### src/rtl/thr_pkg.sv
package thr_pkg;
  localparam int FLAG_N = 6;
  localparam int B_UV   = 0;
  localparam int B_VOLT = 1;
  localparam int B_CLO  = 2;
  localparam int B_CHI  = 3;
  localparam int B_TEMP = 4;
  localparam int B_SAT  = 5;
  localparam logic [FLAG_N-1:0] ALERT_MASK = 6'b111110;

  typedef enum logic [2:0] {
    RSP_IDLE,
    RSP_ADDR,
    RSP_ACK,
    RSP_TX,
    RSP_MACK
  } rsp_state_t;
endpackage

### src/rtl/thr_window_cmp.sv
module thr_window_cmp #(
  parameter int W = 16
) (
  input  logic [W-1:0] val,
  input  logic [W-1:0] hi,
  input  logic [W-1:0] lo,
  output logic         above,
  output logic         below
);
  always_comb begin
    above = (val > hi);
    below = (val < lo);
  end
endmodule

### src/rtl/thr_meas_cond.sv
module thr_meas_cond #(
  parameter int W = 8
) (
  input  logic         clk,
  input  logic         rst_n,
  input  logic         upd,
  input  logic [W-1:0] val,
  input  logic [W-1:0] hi,
  input  logic [W-1:0] lo,
  output logic         cond
);
  logic above, below, cond_q;

  thr_window_cmp #(.W(W)) u_cmp (
    .val(val), .hi(hi), .lo(lo), .above(above), .below(below)
  );

  always_comb cond = upd ? (above | below) : cond_q;

  always_ff @(posedge clk) begin
    if (!rst_n) cond_q <= 1'b0;
    else        cond_q <= cond;
  end

  AST_HOLD_NO_STROBE: assert property (@(posedge clk) disable iff (!rst_n)
    !upd |=> $stable(cond_q)) else $error("hold");
endmodule

### src/rtl/thr_status_bank.sv
module thr_status_bank
  import thr_pkg::*;
(
  input  logic              clk,
  input  logic              rst_n,
  input  logic [FLAG_N-1:0] set_vec,
  input  logic              rd,
  input  logic              ara_done,
  output logic [FLAG_N-1:0] flags,
  output logic              alert_req
);
  logic [FLAG_N-1:0] flags_q;
  logic              alert_q;
  logic              new_evt;

  always_comb new_evt = |(set_vec & ~flags_q & ALERT_MASK);

  always_ff @(posedge clk) begin
    if (!rst_n) begin
      flags_q <= '0;
      alert_q <= 1'b0;
    end else begin
      flags_q <= set_vec | (flags_q & ~{FLAG_N{rd}});
      alert_q <= new_evt | (alert_q & ~ara_done);
    end
  end

  assign flags     = flags_q;
  assign alert_req = alert_q;

  AST_FLAG_STICKY: assert property (@(posedge clk) disable iff (!rst_n)
    !rd |=> ((flags_q & $past(flags_q)) == $past(flags_q))) else $error("sticky");
  AST_DONE_RELEASE: assert property (@(posedge clk) disable iff (!rst_n)
    (ara_done && !new_evt) |=> !alert_q) else $error("release");
  AST_UV_NO_ALERT: assert property (@(posedge clk) disable iff (!rst_n)
    (!alert_q && !(|(set_vec & ALERT_MASK))) |=> !alert_q) else $error("uvalert");
endmodule

### src/rtl/ara_responder.sv
module ara_responder
  import thr_pkg::*;
#(
  parameter logic [6:0] OWN_ADDR = 7'b1100100,
  parameter logic [6:0] ARA_ADDR = 7'b0001100
) (
  input  logic clk,
  input  logic rst_n,
  input  logic scl_in,
  input  logic sda_in,
  input  logic start_det,
  input  logic stop_det,
  input  logic alert_on,
  output logic sda_pd,
  output logic done
);
  localparam logic [7:0] ARA_BYTE = {ARA_ADDR, 1'b1};
  localparam logic [7:0] TX_BYTE  = {OWN_ADDR, 1'b1};

  rsp_state_t st;
  logic       scl_q, pd_q, done_q;
  logic [3:0] cnt;
  logic [7:0] shreg;
  logic [7:0] shnext;
  logic [2:0] tx_idx;
  logic       scl_rise, scl_fall;

  always_comb begin
    scl_rise = scl_in & ~scl_q;
    scl_fall = ~scl_in & scl_q;
    shnext   = {shreg[6:0], sda_in};
    tx_idx   = 3'(4'd7 - cnt);
  end

  always_ff @(posedge clk) begin
    if (!rst_n) begin
      st     <= RSP_IDLE;
      scl_q  <= 1'b1;
      pd_q   <= 1'b0;
      done_q <= 1'b0;
      cnt    <= '0;
      shreg  <= '0;
    end else begin
      scl_q  <= scl_in;
      done_q <= 1'b0;
      if (start_det) begin
        st   <= RSP_ADDR;
        cnt  <= '0;
        pd_q <= 1'b0;
      end else if (stop_det) begin
        st   <= RSP_IDLE;
        pd_q <= 1'b0;
      end else begin
        case (st)
          RSP_ADDR: if (scl_rise) begin
            shreg <= shnext;
            cnt   <= cnt + 4'd1;
            if (cnt == 4'd7)
              st <= (shnext == ARA_BYTE && alert_on) ? RSP_ACK : RSP_IDLE;
          end
          RSP_ACK: if (scl_fall) begin
            if (!pd_q) pd_q <= 1'b1;
            else begin
              pd_q <= ~TX_BYTE[7];
              cnt  <= 4'd1;
              st   <= RSP_TX;
            end
          end
          RSP_TX: begin
            if (scl_rise && !pd_q && !sda_in) begin
              pd_q <= 1'b0;
              st   <= RSP_IDLE;
            end else if (scl_fall) begin
              if (cnt == 4'd8) begin
                pd_q <= 1'b0;
                st   <= RSP_MACK;
              end else begin
                pd_q <= ~TX_BYTE[tx_idx];
                cnt  <= cnt + 4'd1;
              end
            end
          end
          RSP_MACK: if (scl_rise) begin
            done_q <= 1'b1;
            st     <= RSP_IDLE;
          end
          default: ;
        endcase
      end
    end
  end

  assign sda_pd = pd_q;
  assign done   = done_q;

  AST_ACK_NEEDS_ALERT: assert property (@(posedge clk) disable iff (!rst_n)
    (st == RSP_ACK && $past(st) == RSP_ADDR) |-> $past(alert_on)) else $error("ack");
  AST_SDA_SCL_LOW: assert property (@(posedge clk) disable iff (!rst_n)
    !$stable(pd_q) |-> !$past(scl_in)) else $error("sdachg");
  AST_LOST_QUIET: assert property (@(posedge clk) disable iff (!rst_n)
    (st == RSP_TX && scl_rise && !pd_q && !sda_in && !start_det && !stop_det)
      |=> (!pd_q && st == RSP_IDLE)) else $error("lost");
endmodule

### src/rtl/thresh_alert_unit.sv
module thresh_alert_unit
  import thr_pkg::*;
#(
  parameter int CHG_W = 16,
  parameter int LIM_W = 8
) (
  input  logic             clk,
  input  logic             rst_n,
  input  logic [CHG_W-1:0] chg_val,
  input  logic [CHG_W-1:0] chg_hi,
  input  logic [CHG_W-1:0] chg_lo,
  input  logic [LIM_W-1:0] volt_top,
  input  logic             volt_upd,
  input  logic [LIM_W-1:0] volt_hi,
  input  logic [LIM_W-1:0] volt_lo,
  input  logic [LIM_W-1:0] temp_top,
  input  logic             temp_upd,
  input  logic [LIM_W-1:0] temp_hi,
  input  logic [LIM_W-1:0] temp_lo,
  input  logic             sat_evt,
  input  logic             uv_evt,
  input  logic [1:0]       pin_mode,
  input  logic             stat_rd,
  input  logic             scl_in,
  input  logic             sda_in,
  input  logic             start_det,
  input  logic             stop_det,
  output logic [7:0]       stat_byte,
  output logic             alert_pd,
  output logic             sda_pd
);
  localparam int NQ = 2;

  logic [LIM_W-1:0]  q_val [NQ];
  logic [LIM_W-1:0]  q_hi  [NQ];
  logic [LIM_W-1:0]  q_lo  [NQ];
  logic [NQ-1:0]     q_upd;
  logic [NQ-1:0]     q_cond;
  logic              chg_above, chg_below;
  logic [FLAG_N-1:0] set_vec, flags;
  logic              alert_req, ara_done;

  always_comb begin
    q_val[0] = volt_top; q_hi[0] = volt_hi; q_lo[0] = volt_lo; q_upd[0] = volt_upd;
    q_val[1] = temp_top; q_hi[1] = temp_hi; q_lo[1] = temp_lo; q_upd[1] = temp_upd;
  end

  thr_window_cmp #(.W(CHG_W)) u_chg (
    .val(chg_val), .hi(chg_hi), .lo(chg_lo), .above(chg_above), .below(chg_below)
  );

  for (genvar g = 0; g < NQ; g++) begin : g_meas
    thr_meas_cond #(.W(LIM_W)) u_cond (
      .clk(clk), .rst_n(rst_n), .upd(q_upd[g]), .val(q_val[g]),
      .hi(q_hi[g]), .lo(q_lo[g]), .cond(q_cond[g])
    );
  end

  always_comb begin
    set_vec         = '0;
    set_vec[B_UV]   = uv_evt;
    set_vec[B_VOLT] = q_cond[0];
    set_vec[B_CLO]  = chg_below;
    set_vec[B_CHI]  = chg_above;
    set_vec[B_TEMP] = q_cond[1];
    set_vec[B_SAT]  = sat_evt;
  end

  thr_status_bank u_bank (
    .clk(clk), .rst_n(rst_n), .set_vec(set_vec), .rd(stat_rd),
    .ara_done(ara_done), .flags(flags), .alert_req(alert_req)
  );

  assign stat_byte = {2'b00, flags};
  assign alert_pd  = alert_req && (pin_mode == 2'b10);

  ara_responder u_rsp (
    .clk(clk), .rst_n(rst_n), .scl_in(scl_in), .sda_in(sda_in),
    .start_det(start_det), .stop_det(stop_det), .alert_on(alert_pd),
    .sda_pd(sda_pd), .done(ara_done)
  );

  AST_CHG_HIGH: assert property (@(posedge clk) disable iff (!rst_n)
    (chg_val > chg_hi) |=> stat_byte[3]) else $error("chghi");
  AST_CHG_LOW: assert property (@(posedge clk) disable iff (!rst_n)
    (chg_val < chg_lo) |=> stat_byte[2]) else $error("chglo");
  AST_ALERT_MODE: assert property (@(posedge clk) disable iff (!rst_n)
    alert_pd |-> (pin_mode == 2'b10)) else $error("mode");
endmodule

### config.mk
export PLATFORM = sky130hd
export DESIGN_NAME = thresh_alert_unit
export DESIGN_NICKNAME = d
export VERILOG_FILES = /design/src/rtl/thr_pkg.sv /design/src/rtl/thr_window_cmp.sv /design/src/rtl/thr_meas_cond.sv /design/src/rtl/thr_status_bank.sv /design/src/rtl/ara_responder.sv /design/src/rtl/thresh_alert_unit.sv
export SDC_FILE = /design/constraint.sdc
export NUM_CORES = 1
export LEC_CHECK = 0
export BUFFER_PORTS_ARGS = -buffer_cell sky130_fd_sc_hd__buf_2
export CORE_MARGIN = 8
export CORE_UTILIZATION = 40
export DETAILED_ROUTE_END_ITERATION = 10
export GPL_TIMING_DRIVEN = 0
export MAX_ROUTING_LAYER = met4
export PLACE_DENSITY = 0.69
export SYNTH_ARGS = -nofsm -noshare
export SYNTH_HDL_FRONTEND = slang
export SYNTH_SLANG_ARGS = --single-unit
### constraint.sdc
create_clock -name clk -period 5.22 [get_ports clk]
set_input_delay 0.783 -clock clk [delete_from_list [all_inputs] [get_ports clk]]
set_output_delay 0.783 -clock clk [all_outputs]
set_load 0.02 [all_outputs]
==> results of run 1 <==
final timing paths:
path,startpoint,to,slack (ns),cells after the start
worst max-delay path,chg_val[14],u_bank.alert_req,2.93,8
worst min-delay path,u_bank.flags[5],u_bank.flags[5],0.51,2
worst max register to register,u_rsp.st[1],u_rsp.cnt[3],3.46,7
worst min register to register,u_bank.flags[5],u_bank.flags[5],0.51,2
critical path, stage by stage:
cell	delay, ns
buf_2	0.12
ha_1	0.33
a21oi_1	0.16
nand2_1	0.09
a221oi_2	0.26
a31oi_1	0.14
and2_1	0.17
o41a_1	0.41
area by class of cell:
type | instances | area (sq um)
Sequential cell | 26 | 520
Tap cell | 96 | 120
Inverter | 70 | 263
Clock buffer | 3 | 41.3
Timing Repair Buffer | 115 | 576
Clock inverter | 1 | 30.0
Buffer | 8 | 40.0
Multi-Input combinational cell | 261 | 2020
Fill cell | 679 | 3220
synth_stat cells, drive strengths merged, types with 4 or more instances:
master / count
nand3b: 5
buf: 4
nand3: 8
nor2b: 20
a211oi: 4
nand2: 17
ha: 63
nand2b: 7
mux2i: 10
o211ai: 5
a21oi: 31
inv: 70
nand4: 9
o21ai: 14
dfxtp: 26
clkbuf: 4
o21a: 7
nor2: 16
nor3: 7
kinds of logic after synthesis:
logic type | count (synthesis) | share of synthesized area
AO/OA/AOI/OAI | 80 | 0.183
adder cells (fa/ha/maj) | 63 | 0.277
buffers and inverters | 78 | 0.107
flip-flops | 26 | 0.183
multiplexers | 10 | 0.0352
other | 1 | 0.00132
AND/OR/NAND/NOR | 106 | 0.213
flip-flops by register name, summed over array words and instances, names as in the netlist:
name                  cells
u_rsp.done                1
u_bank.flags              6
u_bank.alert_req          1
u_rsp.sda_pd              1
g_meas.u_cond.cond_q      2
u_rsp.cnt                 4
u_rsp.scl_q               1
u_rsp.shreg               7
u_rsp.st                  3
routing by layer:
layer  GRT usage  share of wire  routed length, microns  up-vias
li1            -              -                       -     1508
met1       0.172           0.44                    3290     1263
met2       0.275           0.49                    3660       69
met3      0.0228          0.050                     373        6
met4      0.0453          0.012                      91        0
met5           -              0                       0        -
metrics by stage:
stage          utilization  instances  cell area (sq um)  power [mW]  setup WS (ns)
2_1_floorplan            -        365               2850       0.329           2.89
3_3_place_gp         0.518        576               3540       0.402           2.68
3_5_place_dp         0.518        576               3540       0.409           2.65
4_1_cts              0.529        580               3610       0.578           2.95
5_1_grt              0.529        580               3610       0.616           2.85
6_report             0.529        580               3610       0.569           2.93
cells in the final DEF (no fill, tap or decap), types with 5 or more instances in the layout:
| cell | count |
|---|---|
| a21oi_1 | 31 |
| buf_2 | 117 |
| dfxtp_1 | 26 |
| ha_1 | 63 |
| inv_1 | 70 |
| mux2i_1 | 10 |
| nand2_1 | 16 |
| nand2b_1 | 7 |
| nand3_1 | 8 |
| nand3b_1 | 5 |
| nand4_1 | 9 |
| nor2_1 | 16 |
| nor2b_1 | 20 |
| nor3_1 | 6 |
| o211ai_1 | 5 |
| o21a_1 | 7 |
| o21ai_0 | 9 |
| o21ai_1 | 5 |
power by group:
group | switching, mW | internal, mW
clock | 0.0641 | 0.103
combinational | 0.0992 | 0.0941
sequential | 0.00372 | 0.206
==> results.sh, run 1 <==
export IMPL_root_buffer="clkbuf_8"
export IMPL_power_density_nw_per_um2=158
export IMPL_wl_per_cell_microns=12.8
export IMPL_final_net_count=657
export IMPL_die_x_microns=100
export IMPL_ctsHoldBuffers=0
export IMPL_dieArea_sq_um=10100
export IMPL_netlist_area_sq_um=2840
export IMPL_synth_area_leaders="ha_1 28%, dfxtp_1 18%, inv_1 9.2%"
export IMPL_synth_edff_count=0
export IMPL_vias_per_cell=4.91
export IMPL_ir_drop_v=0.0000901
export IMPL_dieHeight_microns=100
export IMPL_avgSynthCellArea_sq_um=7.81
export IMPL_grt_pass1_wl_microns=12600
export IMPL_worstSetupPathType="in -> reg"
export IMPL_grt_pass1_vias=2946
export IMPL_area_growth_pct=27.1
export IMPL_power_leakage_nw=1.98
export IMPL_endpoint_kind="flop"
export IMPL_cts_buffers=3
export IMPL_arrival_ns=2.45
export IMPL_drive_above_1_share=0.267
export IMPL_place_hpwl_microns=6630
export IMPL_finalSetupTns_ns=0
export IMPL_ys_seq_area_frac=0.183
export IMPL_grt_overflow_total=0
export IMPL_ant_nets=0
export IMPL_placementRows=30
export IMPL_synth_cell_types=46
export IMPL_cts_setup_buffers=0
export IMPL_cp_max_fo=3
export IMPL_io_buffer_count=115
export IMPL_ys_ff_latch=26
export IMPL_clock_sinks=26
export IMPL_synthDominantCellAreaShare=0.277
export IMPL_synthCells=364
export IMPL_drc=0
export IMPL_async_flop_share=0
export IMPL_cts_reportedPaths_clkPinSlew_ns=0.09
export IMPL_min_period_over_period=0.438
export IMPL_hold_violations=0
export IMPL_cp_start_kind="input pin"
export IMPL_cts_tree="yes"
export IMPL_outcome="complete, no violations"
export IMPL_insertion_delay_ns=0.27
export IMPL_firstDrtPassIters=4
export IMPL_htree_levels=1
export IMPL_vias=2846
export IMPL_gr_usage_all_layers=0.154
export IMPL_antenna_cells=0
export IMPL_fmax_mhz=437
export IMPL_drv_slew=0
export IMPL_skew_ns=0.00836
export IMPL_initial_core_util=0.416
export IMPL_netlist_top_cell_by_area="ha_1"
export IMPL_place_congestion=0.923
export IMPL_core_area_sq_um=6830
export IMPL_ys_warn_count=0
export IMPL_whs_ns=0.505
export IMPL_setup_viol=0
export IMPL_cp_required_ns=5.39
export IMPL_drt_iter0_drc=62
export IMPL_cts_resized=0
export IMPL_drv_cap=0
export IMPL_finalCriticalPeriod_ns=2.29
export IMPL_antenna_found_initial=0
export IMPL_io_pins=119
export IMPL_cts_buffer_depth=2
export IMPL_synth_main_ff_cell="dfxtp_1"
export IMPL_grt_setup_unrepaired="false"
export IMPL_routed_wl_microns=7420
export IMPL_grt_max_degree=16
export IMPL_hold_class="reg -> reg"
No activity file was read; power rests on OpenSTA's default activity.
==> inputs of run 2 (changes only) <==
Settings changed: ABC_AREA from default to 1, PLACE_DENSITY 0.69 to 0.71.
Clock period 5.22 ns to 1.93 ns, I/O delays scaled along.
==> results.sh, run 2 <==
export IMPL_power_leakage_nw=2.30
export IMPL_critPathLaunch="u_rsp.cnt[1]"
export IMPL_drt_iter0_drc=61
export IMPL_cp_max_fo=5
export IMPL_ys_warn_count=0
export IMPL_area_growth_pct=26.0
export IMPL_netlist_top_cell_by_area="ha_1"
export IMPL_synthDominantCellAreaShare=0.271
export IMPL_cts_buffer_depth=2
export IMPL_arrival_ns=1.78
export IMPL_cp_required_ns=2.11
export IMPL_firstDrtPassIters=4
export IMPL_ant_nets=0
export IMPL_multi_input_area_sq_um=1950
export IMPL_grt_pass1_vias=3015
export IMPL_finalSetupTns_ns=0
export IMPL_ff2ff_path_depth=11
export IMPL_vias=3003
export IMPL_min_period_over_period=0.829
export IMPL_power_density_nw_per_um2=401
export IMPL_initial_core_util=0.408
export IMPL_top_register="u_rsp.shreg"
export IMPL_crit_end="u_rsp.st[0]"
export IMPL_ys_top_cells_by_count="107 x inv_1, 99 x nand2_1, 63 x ha_1"
export IMPL_die_x_microns=101
export IMPL_synthCells=452
export IMPL_drv_cap=0
export IMPL_timing_rr_start="u_rsp.cnt[1]"
export IMPL_io_pins=119
export IMPL_final_net_count=745
export IMPL_cts_tree="yes"
export IMPL_antenna_cells=0
export IMPL_fmax_mhz=625
export IMPL_final_common_cell="buf_2"
export IMPL_netlist_area_sq_um=2910
export IMPL_outcome="complete, no violations"
export IMPL_cts_setup_buffers=0
export IMPL_grt_max_degree=15
export IMPL_synth_cell_types=35
export IMPL_grt_overflow_total=0
export IMPL_reg2reg_slack_ns=0.33
export IMPL_vias_per_cell=4.48
export IMPL_worstReg2RegEnd="u_rsp.st[0]"
export IMPL_gr_usage_all_layers=0.144
export IMPL_ctsHoldBuffers=0
export IMPL_largest_reg_flops=7
export IMPL_finalCriticalPeriod_ns=1.60
export IMPL_hold_class="in -> reg"
export IMPL_io_buffer_count=115
export IMPL_seq_area_sq_um=520
export IMPL_cp_start_kind="flop"
export IMPL_slowest_stage="dfxtp_1"
export IMPL_p_total_mw=1.47
export IMPL_hold_violations=0
export IMPL_insertion_delay_ns=0.27
export IMPL_grt_setup_unrepaired="false"
export IMPL_avgSynthCellArea_sq_um=6.44
export IMPL_routed_wl_microns=7210
export IMPL_synth_edff_count=0
export IMPL_cpMostUsedCell="nand2_1"
export IMPL_antenna_found_initial=0
export IMPL_root_buffer="clkbuf_8"
export IMPL_ir_drop_v=0.000347
export IMPL_grt_pass1_wl_microns=12200
export IMPL_ys_seq_area_frac=0.179
export IMPL_place_hpwl_microns=6510
export IMPL_path_cells="inv_1 -> ha_1 -> nand2_1 -> nor2_1 -> nor2_2 -> a21oi_1 -> nand3_2 -> nand2_1 -> nand3_1 -> nand2_1 -> inv_1"
export IMPL_fillers=761
export IMPL_cts_buffers=3
export IMPL_drv_slew=0
export IMPL_cts_reportedPaths_clkPinSlew_ns=0.09
export IMPL_cts_resized=0
export IMPL_skew_ns=0.00606
export IMPL_ys_ff_latch=26
export IMPL_setup_viol=0
export IMPL_place_congestion=0.930
export IMPL_endpoint_kind="flop"
export IMPL_drive_above_1_share=0.252
export IMPL_wl_per_cell_microns=10.7
export IMPL_async_flop_share=0
export IMPL_synth_area_leaders="ha_1 27%, dfxtp_1 18%, inv_1 14%"
export IMPL_yosysMostFrequentCell="inv_1"
export IMPL_synth_main_ff_cell="dfxtp_1"
export IMPL_dieHeight_microns=101
export IMPL_dieArea_sq_um=10300
export IMPL_mostFrequentLayoutCells="116 x buf_2, 107 x inv_1, 99 x nand2_1"
export IMPL_htree_levels=1
export IMPL_core_area_sq_um=7140
export IMPL_drc=0
export IMPL_clock_sinks=26
export IMPL_crit_path_max_incr_delay_ns=0.34
export IMPL_placementRows=31
export IMPL_worstSetupPathType="reg -> reg"
[run 2: cell count changes in the layout (fill, tap and decap cells not counted), sizes merged, moves of 4 or more]
cell    before  now
o21a         7    3
nor2        16   46
nand3        8   16
nand4        9    3
inv         70  113
mux2i       10    0
o211ai       5    0
nand2b       7    0
nor2b       20    0
nand2       17  102
nand3b       5    0
[run 2: worst min-delay path by stage]
stage / start / to / slack, ns / depth (start not counted)
detailed placement: u_bank.flags[0] / u_bank.flags[0] / 0.47 / 2
floorplan: scl_in / u_rsp.scl_q / 0.38 / 2
CTS: scl_in / u_rsp.scl_q / 0.21 / 3
global route: scl_in / u_rsp.scl_q / 0.22 / 3
global placement: u_bank.flags[0] / u_bank.flags[0] / 0.46 / 2
finish: scl_in / u_rsp.scl_q / 0.21 / 3
[run 2: area by class of cell]
| cell class | count | area share |
|---|---|---|
| sequential | 26 | 0.142 |
| tap | 99 | 0.0338 |
| buffer | 4 | 0.00648 |
| timing repair buffer | 115 | 0.157 |
| multi-input combinational | 310 | 0.531 |
| inverter | 113 | 0.116 |
| clock buffer | 4 | 0.0150 |
[run 2: stage by stage]
step                      setup WS [ns]  cells  instance area (sq um)  hold WS, ns  utilization
after CTS                         0.347    671                   3670        0.207        0.514
final                             0.331    671                   3670        0.215        0.514
after global placement            0.271    667                   3610        0.463        0.506
after floorplan                   0.536    453                   2920        0.382            -
after global routing              0.204    671                   3670        0.224        0.514
after detailed placement          0.244    667                   3610        0.471        0.506
[run 2: cell families after synthesis]
logic type | count (synthesis) | synth area share
adder cells (fa/ha/maj) | 63 | 0.271
buffers and inverters | 117 | 0.154
XOR/XNOR | 1 | 0.00301
other | 1 | 0.00129
AO/OA/AOI/OAI | 62 | 0.118
AND/OR/NAND/NOR | 182 | 0.274
flip-flops | 26 | 0.179
[run 2: layer usage]
metal | share of wire | vias to the layer above | track usage
li1 | - | 1653 | -
met1 | 0.43 | 1275 | 0.156
met2 | 0.50 | 69 | 0.266
met3 | 0.062 | 6 | 0.0282
met4 | 0.0082 | 0 | 0.0298
met5 | 0 | - | -
[run 2: report_power, final]
part / switching [mW] / leakage, nW / internal, mW
Sequential: 0.0143 / 0.213 / 0.558
Clock: 0.171 / 0.0288 / 0.183
Combinational: 0.296 / 2.06 / 0.251
Total: 0.481 / 2.30 / 0.992
[run 2: worst max-delay path: cells and delay by family (launching register included)]
kind	cells	cell delay, ns
DFF	1	0.34
and+or+nand+nor	7	0.69
buffers and inverters	2	0.13
AOI/OAI and AO/OA	1	0.18
adders and majority gates	1	0.16
